### config.mk
export PLATFORM = sky130hd
export DESIGN_NAME = gpio_edge_ctrl
export DESIGN_NICKNAME = d
export VERILOG_FILES = /design/src/rtl/gpio_edge_pkg.sv /design/src/rtl/gpio_in_sync.sv /design/src/rtl/gpio_sense_sel.sv /design/src/rtl/gpio_edge_ctrl.sv
export SDC_FILE = /design/constraint.sdc
export NUM_CORES = 1
export LEC_CHECK = 0
export ABC_CLOCK_PERIOD_IN_PS = 3000
export BUFFER_PORTS_ARGS = -buffer_cell sky130_fd_sc_hd__buf_2
export CORE_UTILIZATION = 60
export DETAILED_ROUTE_END_ITERATION = 6
export PLACE_DENSITY = 0.8
export SLEW_MARGIN = 25
export SYNTH_ARGS = -nofsm -noshare
export SYNTH_HDL_FRONTEND = slang
export SYNTH_HIERARCHICAL = 1
export SYNTH_SLANG_ARGS = --single-unit
### constraint.sdc
create_clock -name clk -period 3 [get_ports clk]
set_clock_uncertainty 0.2 [all_clocks]
set_input_delay 0.3 -clock clk [delete_from_list [all_inputs] [get_ports clk]]
set_output_delay 0.3 -clock clk [all_outputs]
set_load 0.1 [all_outputs]
### src/rtl/gpio_edge_pkg.sv
package gpio_edge_pkg;

  typedef enum logic [2:0] {
    SEL_DIR  = 3'd0,
    SEL_ODR  = 3'd1,
    SEL_DAT  = 3'd2,
    SEL_EVT  = 3'd3,
    SEL_MSK  = 3'd4,
    SEL_CTL  = 3'd5,
    SEL_CTL2 = 3'd6,
    SEL_NONE = 3'd7
  } reg_sel_e;

  typedef enum logic [1:0] {
    SENSE_BOTH = 2'b00,
    SENSE_RISE = 2'b01,
    SENSE_FALL = 2'b10,
    SENSE_OFF  = 2'b11
  } sense_code_e;

  localparam int WORD_SHIFT = 2;
  localparam int NUM_REGS   = 7;

endpackage

### src/rtl/gpio_in_sync.sv
module gpio_in_sync #(
  parameter int W      = 32,
  parameter int STAGES = 2
) (
  input  logic         clk,
  input  logic         rst,
  input  logic [W-1:0] din,
  output logic [W-1:0] lvl,
  output logic [W-1:0] rise,
  output logic [W-1:0] fall
);

  logic [W-1:0] stg [STAGES];
  logic [W-1:0] prev_q;

  always_ff @(posedge clk) begin
    if (rst) begin
      for (int i = 0; i < STAGES; i++) stg[i] <= '0;
      prev_q <= '0;
    end else begin
      stg[0] <= din;
      for (int i = 1; i < STAGES; i++) stg[i] <= stg[i-1];
      prev_q <= stg[STAGES-1];
    end
  end

  assign lvl  = stg[STAGES-1];
  assign rise = stg[STAGES-1] & ~prev_q;
  assign fall = ~stg[STAGES-1] & prev_q;

endmodule

### src/rtl/gpio_sense_sel.sv
module gpio_sense_sel
  import gpio_edge_pkg::*;
#(
  parameter int NPINS     = 32,
  parameter bit EXT_SENSE = 1'b0
) (
  input  logic [NPINS-1:0] rise,
  input  logic [NPINS-1:0] fall,
  input  logic [NPINS-1:0] ctl,
  input  logic [NPINS-1:0] ctl2,
  output logic [NPINS-1:0] rec
);

  localparam int HALF = NPINS / 2;

  generate
    if (EXT_SENSE) begin : g_ext
      for (genvar b = 0; b < NPINS; b++) begin : g_bit
        localparam int PIN = NPINS - 1 - b;
        logic [1:0] code;
        if (PIN < HALF) begin : g_lo
          assign code = ctl[(HALF-1-PIN)*2 +: 2];
        end else begin : g_hi
          assign code = ctl2[(HALF-1-(PIN-HALF))*2 +: 2];
        end
        always_comb begin
          unique case (sense_code_e'(code))
            SENSE_BOTH: rec[b] = rise[b] | fall[b];
            SENSE_RISE: rec[b] = rise[b];
            SENSE_FALL: rec[b] = fall[b];
            default:    rec[b] = 1'b0;
          endcase
        end
      end
    end else begin : g_cmp
      logic [NPINS-1:0] unused_ctl2;
      assign unused_ctl2 = ctl2;
      assign rec = fall | (rise & ~ctl);
    end
  endgenerate

endmodule

### src/rtl/gpio_edge_ctrl.sv
module gpio_edge_ctrl
  import gpio_edge_pkg::*;
#(
  parameter int               NPINS       = 32,
  parameter int               ADDR_W      = 5,
  parameter int               SYNC_STAGES = 2,
  parameter bit               EXT_SENSE   = 1'b0,
  parameter logic [NPINS-1:0] INPUT_ONLY  = '0
) (
  input  logic              clk,
  input  logic              rst,
  input  logic [ADDR_W-1:0] addr,
  input  logic              wr_en,
  input  logic [NPINS-1:0]  wdata,
  input  logic              rd_en,
  output logic [NPINS-1:0]  rdata,
  input  logic [NPINS-1:0]  pad_in,
  output logic [NPINS-1:0]  pad_oe,
  output logic [NPINS-1:0]  pad_out,
  output logic              irq
);

  localparam int WORD_W = ADDR_W - WORD_SHIFT;

  logic [NPINS-1:0] dir_q, odr_q, dat_q, evt_q, msk_q, ctl_q, ctl2_q;
  logic [NPINS-1:0] rdata_q, oe_q, out_q;
  logic             irq_q;
  logic [NPINS-1:0] in_bits, lock_bits;
  logic [NPINS-1:0] lvl, rise, fall, rec;
  logic [NPINS-1:0] evt_clr, evt_nxt, data_view;
  logic [WORD_W-1:0] word;
  reg_sel_e         sel;
  logic             wr_evt;

  // pin n <-> register bit NPINS-1-n
  generate
    for (genvar p = 0; p < NPINS; p++) begin : g_pin
      assign in_bits[NPINS-1-p]   = pad_in[p];
      assign lock_bits[NPINS-1-p] = INPUT_ONLY[p];
      assign pad_oe[p]            = oe_q[NPINS-1-p];
      assign pad_out[p]           = out_q[NPINS-1-p];
    end
  endgenerate

  gpio_in_sync #(.W(NPINS), .STAGES(SYNC_STAGES)) u_sync (
    .clk  (clk),
    .rst  (rst),
    .din  (in_bits),
    .lvl  (lvl),
    .rise (rise),
    .fall (fall)
  );

  gpio_sense_sel #(.NPINS(NPINS), .EXT_SENSE(EXT_SENSE)) u_sense (
    .rise (rise),
    .fall (fall),
    .ctl  (ctl_q),
    .ctl2 (ctl2_q),
    .rec  (rec)
  );

  always_comb begin
    word = addr[ADDR_W-1:WORD_SHIFT];
    if ((addr[WORD_SHIFT-1:0] == '0) && (word < WORD_W'(NUM_REGS)))
      sel = reg_sel_e'(word[2:0]);
    else
      sel = SEL_NONE;
  end

  assign wr_evt    = wr_en && (sel == SEL_EVT);
  assign evt_clr   = wr_evt ? wdata : '0;
  assign evt_nxt   = (evt_q & ~evt_clr) | rec;
  assign data_view = (lvl & ~dir_q) | (dat_q & dir_q);

  always_ff @(posedge clk) begin
    if (rst) begin
      dir_q  <= '0;
      odr_q  <= '0;
      dat_q  <= '0;
      msk_q  <= '0;
      ctl_q  <= '0;
      ctl2_q <= '0;
    end else if (wr_en) begin
      unique case (sel)
        SEL_DIR:  dir_q  <= wdata & ~lock_bits;
        SEL_ODR:  odr_q  <= wdata;
        SEL_DAT:  dat_q  <= wdata;
        SEL_MSK:  msk_q  <= wdata;
        SEL_CTL:  ctl_q  <= wdata;
        SEL_CTL2: ctl2_q <= wdata;
        default: ;
      endcase
    end
  end

  always_ff @(posedge clk) begin
    if (rst) evt_q <= '0;
    else     evt_q <= evt_nxt;
  end

  always_ff @(posedge clk) begin
    if (rst) begin
      rdata_q <= '0;
    end else if (rd_en) begin
      unique case (sel)
        SEL_DIR:  rdata_q <= dir_q;
        SEL_ODR:  rdata_q <= odr_q;
        SEL_DAT:  rdata_q <= data_view;
        SEL_EVT:  rdata_q <= evt_q;
        SEL_MSK:  rdata_q <= msk_q;
        SEL_CTL:  rdata_q <= ctl_q;
        SEL_CTL2: rdata_q <= ctl2_q;
        default:  rdata_q <= '0;
      endcase
    end
  end

  always_ff @(posedge clk) begin
    if (rst) begin
      irq_q <= 1'b0;
      oe_q  <= '0;
      out_q <= '0;
    end else begin
      irq_q <= |(evt_q & msk_q);
      oe_q  <= dir_q & ~(odr_q & dat_q);
      out_q <= dat_q;
    end
  end

  assign rdata = rdata_q;
  assign irq   = irq_q;

endmodule

==> flow_metrics.py <==
metrics = {
    "synthesis": {
        "synth-async-reset-ratio": 0,
        "ys.flop_type": "dfxtp_1",
        "netlist_area_mm2": 0.01662,
        "syn_inst": 1925,
        "synth_area_leaders": "dfxtp_1 50%, nand2_1 8.8%, a21oi_1 7.7%",
        "yosysSeqAreaShare": 0.5023,
        "ys_warn_count": 6,
        "synth_largest_area_cell": "dfxtp_1",
        "syn-num-nets": 1998,
        "synth_cell_types": 37,
        "ys_ff_latch": 417,
        "synth_edf_count": 0,
        "avgSynthCellArea_um2": 8.633,
        "synth.top_cell.area_share": 0.5023,
    },
    "floorplan": {
        "die_w_um": 168.4,
        "core_region_area_mm2": 0.02703,
        "initial_core_util": 0.6149,
        "core.rowCount": 60,
        "die_h_um": 168.4,
        "top_level_ports": 170,
        "die_area_mm2": 0.02837,
    },
    "placement": {
        "placed_area_mm2": 0.01748,
        "place_ws_ns": 0.4388,
        "dp_hpwl_mm": 29.38,
        "post-place-cells": 2327,
        "gp_congestion": 0.9130,
        "portBuffers": 169,
    },
    "cts": {
        "clockRootBuffer": "clkbuf_16",
        "clock_sinks": 417,
        "cts_buffer_depth": 3,
        "cts_tree": "done",
        "post_cts_buffers": 0,
        "clk_latency_ns": 0.54,
        "cts_made_buffers": 42,
        "cts.clk_slew.worst_paths_ns": 0.06,
        "cts_max_level": 2,
        "post_cts_resized": 0,
    },
    "global_routing": {
        "grt-ovfl-total": 0,
        "grt_max_degree": 113,
        "grt_pass1_wl_mm": 72.82,
        "antenna_found_initial": 1,
        "grt_usage": 0.3249,
        "grt_pass1_vias": 13770,
    },
    "timing": {
        "slew_headroom": 0.5042,
        "final_hold_viol_count": 0,
        "final.setup.tns_ns": 0,
        "min_period_ns": 2.110,
        "post-route-period-util": 0.7032,
        "layout_setup_ws_ns": 0.8904,
        "rsz0062_at_grt": "false",
        "worst_pin_slew_ns": 0.7437,
        "slew_violations": 0,
        "holdWs_ns": 0.07172,
        "setup_viol": 0,
        "clock.fmax_mhz": 474.0,
    },
    "cells_and_area": {
        "postLayoutCoreUtil": 0.7232,
        "final_cell_count_no_fill": 2470,
        "postLayoutCellArea_mm2": 0.01955,
        "drive_above_1_share": 0.1396,
        "area.growth.synth_to_final_pct": 17.62,
        "nNetsFinal": 2167,
    },
    "setup_path": {
        "critPathArrivalTime_ns": 2.37,
        "required_ns": 3.26,
        "worstPathCellList": "buf_2 > nand2b_1 > nor2b_2 > buf_4 > a22oi_1 > a31oi_1",
        "cp_slowest_stage_delay_ns": 0.64,
        "worstReg2RegStart": "evt_q[24]$_SDFF_PP0_",
        "cp.buffers_inverters": 2,
        "crit_fanout": 23,
        "end_kind": "flop",
        "critical-path-top-delay-family": "simple AND/OR/NAND/NOR gates",
        "startpoint": "addr[3]",
        "slowest_stage": "nor2b_2",
        "start_kind": "input pin",
        "r2r_cells": 4,
        "crit_cells": 6,
        "critPathKind": "input pin to flop",
    },
    "route": {
        "drt_wl_total_mm": 46.60,
        "remaining_drc_errors": 4,
        "drtAntennaViolNets": 0,
        "routedWlPerCell_um": 18.87,
        "num_vias": 14540,
        "drt_first_iter_violations": 1683,
        "firstDrtPassIters": 7,
        "viasPerCell": 5.887,
    },
    "worst_hold_path": {
        "hold_path_class": "input pin to flop",
        "min_path_cells": 2,
        "hp-start": "rst",
    },
    "run_status": {
        "violations": "DRC",
        "status": "finished with violations",
    },
    "power": {
        "leakage_nw": 7.402,
        "cellPowerDensity_mw_per_mm2": 598.3,
        "vdd_ir_drop_max_uv": 541.4,
        "power_mw": 11.69,
    },
    "job": {
        "maxCapViolations": 0,
    },
}
## logic make-up after synthesis
kind of cell | Yosys count | synth area share
AO/OA/AOI/OAI | 491 | 0.1784
buffers and inverters | 227 | 0.06799
flip-flops | 417 | 0.5023
multiplexers | 64 | 0.03855
AND/OR/NAND/NOR | 726 | 0.2128
## metal layers
| layer | part of all wire | global-route usage | routed length [um] | vias up |
|---|---|---|---|---|
| met5 | 0 | 0 | 0 | - |
| met3 | 0.093 | 0.05877 | 4322 | 150 |
| met2 | 0.47 | 0.5421 | 22070 | 783 |
| met4 | 0.032 | 0.1253 | 1483 | 0 |
| met1 | 0.40 | 0.4185 | 18730 | 6812 |
| li1 | - | - | - | 6796 |
## area by class of cell
| cell class | count | area (um^2) |
|---|---|---|
| repair buffers | 285 | 1949 |
| clock inverters | 13 | 145.1 |
| clock buffers | 64 | 1277 |
| diodes | 2 | 5.005 |
| well taps | 341 | 426.7 |
| fillers | 2018 | 7480 |
| multi-input cells | 1281 | 7143 |
| inverters | 67 | 251.5 |
| flip-flops and latches | 417 | 8348 |
## cell usage after synthesis (39+ instances only)
library cell and n:
a21o_1 59, inv_1 67, dfxtp_1 417, clkbuf_1 69, nor2b_1 198, nand2_1 391, mux2i_1 64, a22oi_1 43
buf_4 39, a21oi_1 255
## registers in the layout, summed over array words and instances, names as in the netlist
name and flops:
u_sync/prev_q 32, dat_q 32, u_sync/stg 64, out_q 32, oe_q 32, odr_q 32
evt_q 32, ctl2_q 32, dir_q 32, msk_q 32, irq 1, ctl_q 32
rdata 32
## placed cells by master (no fill, tap or decap), types with 36 or more instances in the layout
cell,n
dlygate4sd3_1,64
o21ai_0,36
mux2i_1,64
a22oi_1,43
a21o_1,59
nand4_1,36
buf_2,168
inv_1,67
nand2_1,391
nor2b_1,197
a21oi_1,255
buf_4,47
nor2_1,36
clkbuf_16,45
dfxtp_1,417
## repair_timing
action	in CTS	in global routing
endpoints found under the hold margin	253	0
endpoints found under the setup margin	0	0
hold buffers	64	0
## final timing paths
path,endpoint,slack [ns]
worst max-delay path,rdata[31]$_SDFFE_PP0P_,0.89
worst min-delay path,u_sync/stg[0][37]$_SDFF_PP0_,0.07
worst max register to register,irq$_SDFF_PP0_,1.18
worst min register to register,u_sync/stg[0][53]$_SDFF_PP0_,0.23
## power by group
group	total (mW)	internal (mW)	switching, mW
clock	5.31	3.20	2.11
combinational	0.660	0.262	0.399
sequential	5.73	5.64	0.0823
No activity file was read; power rests on OpenSTA's default activity.
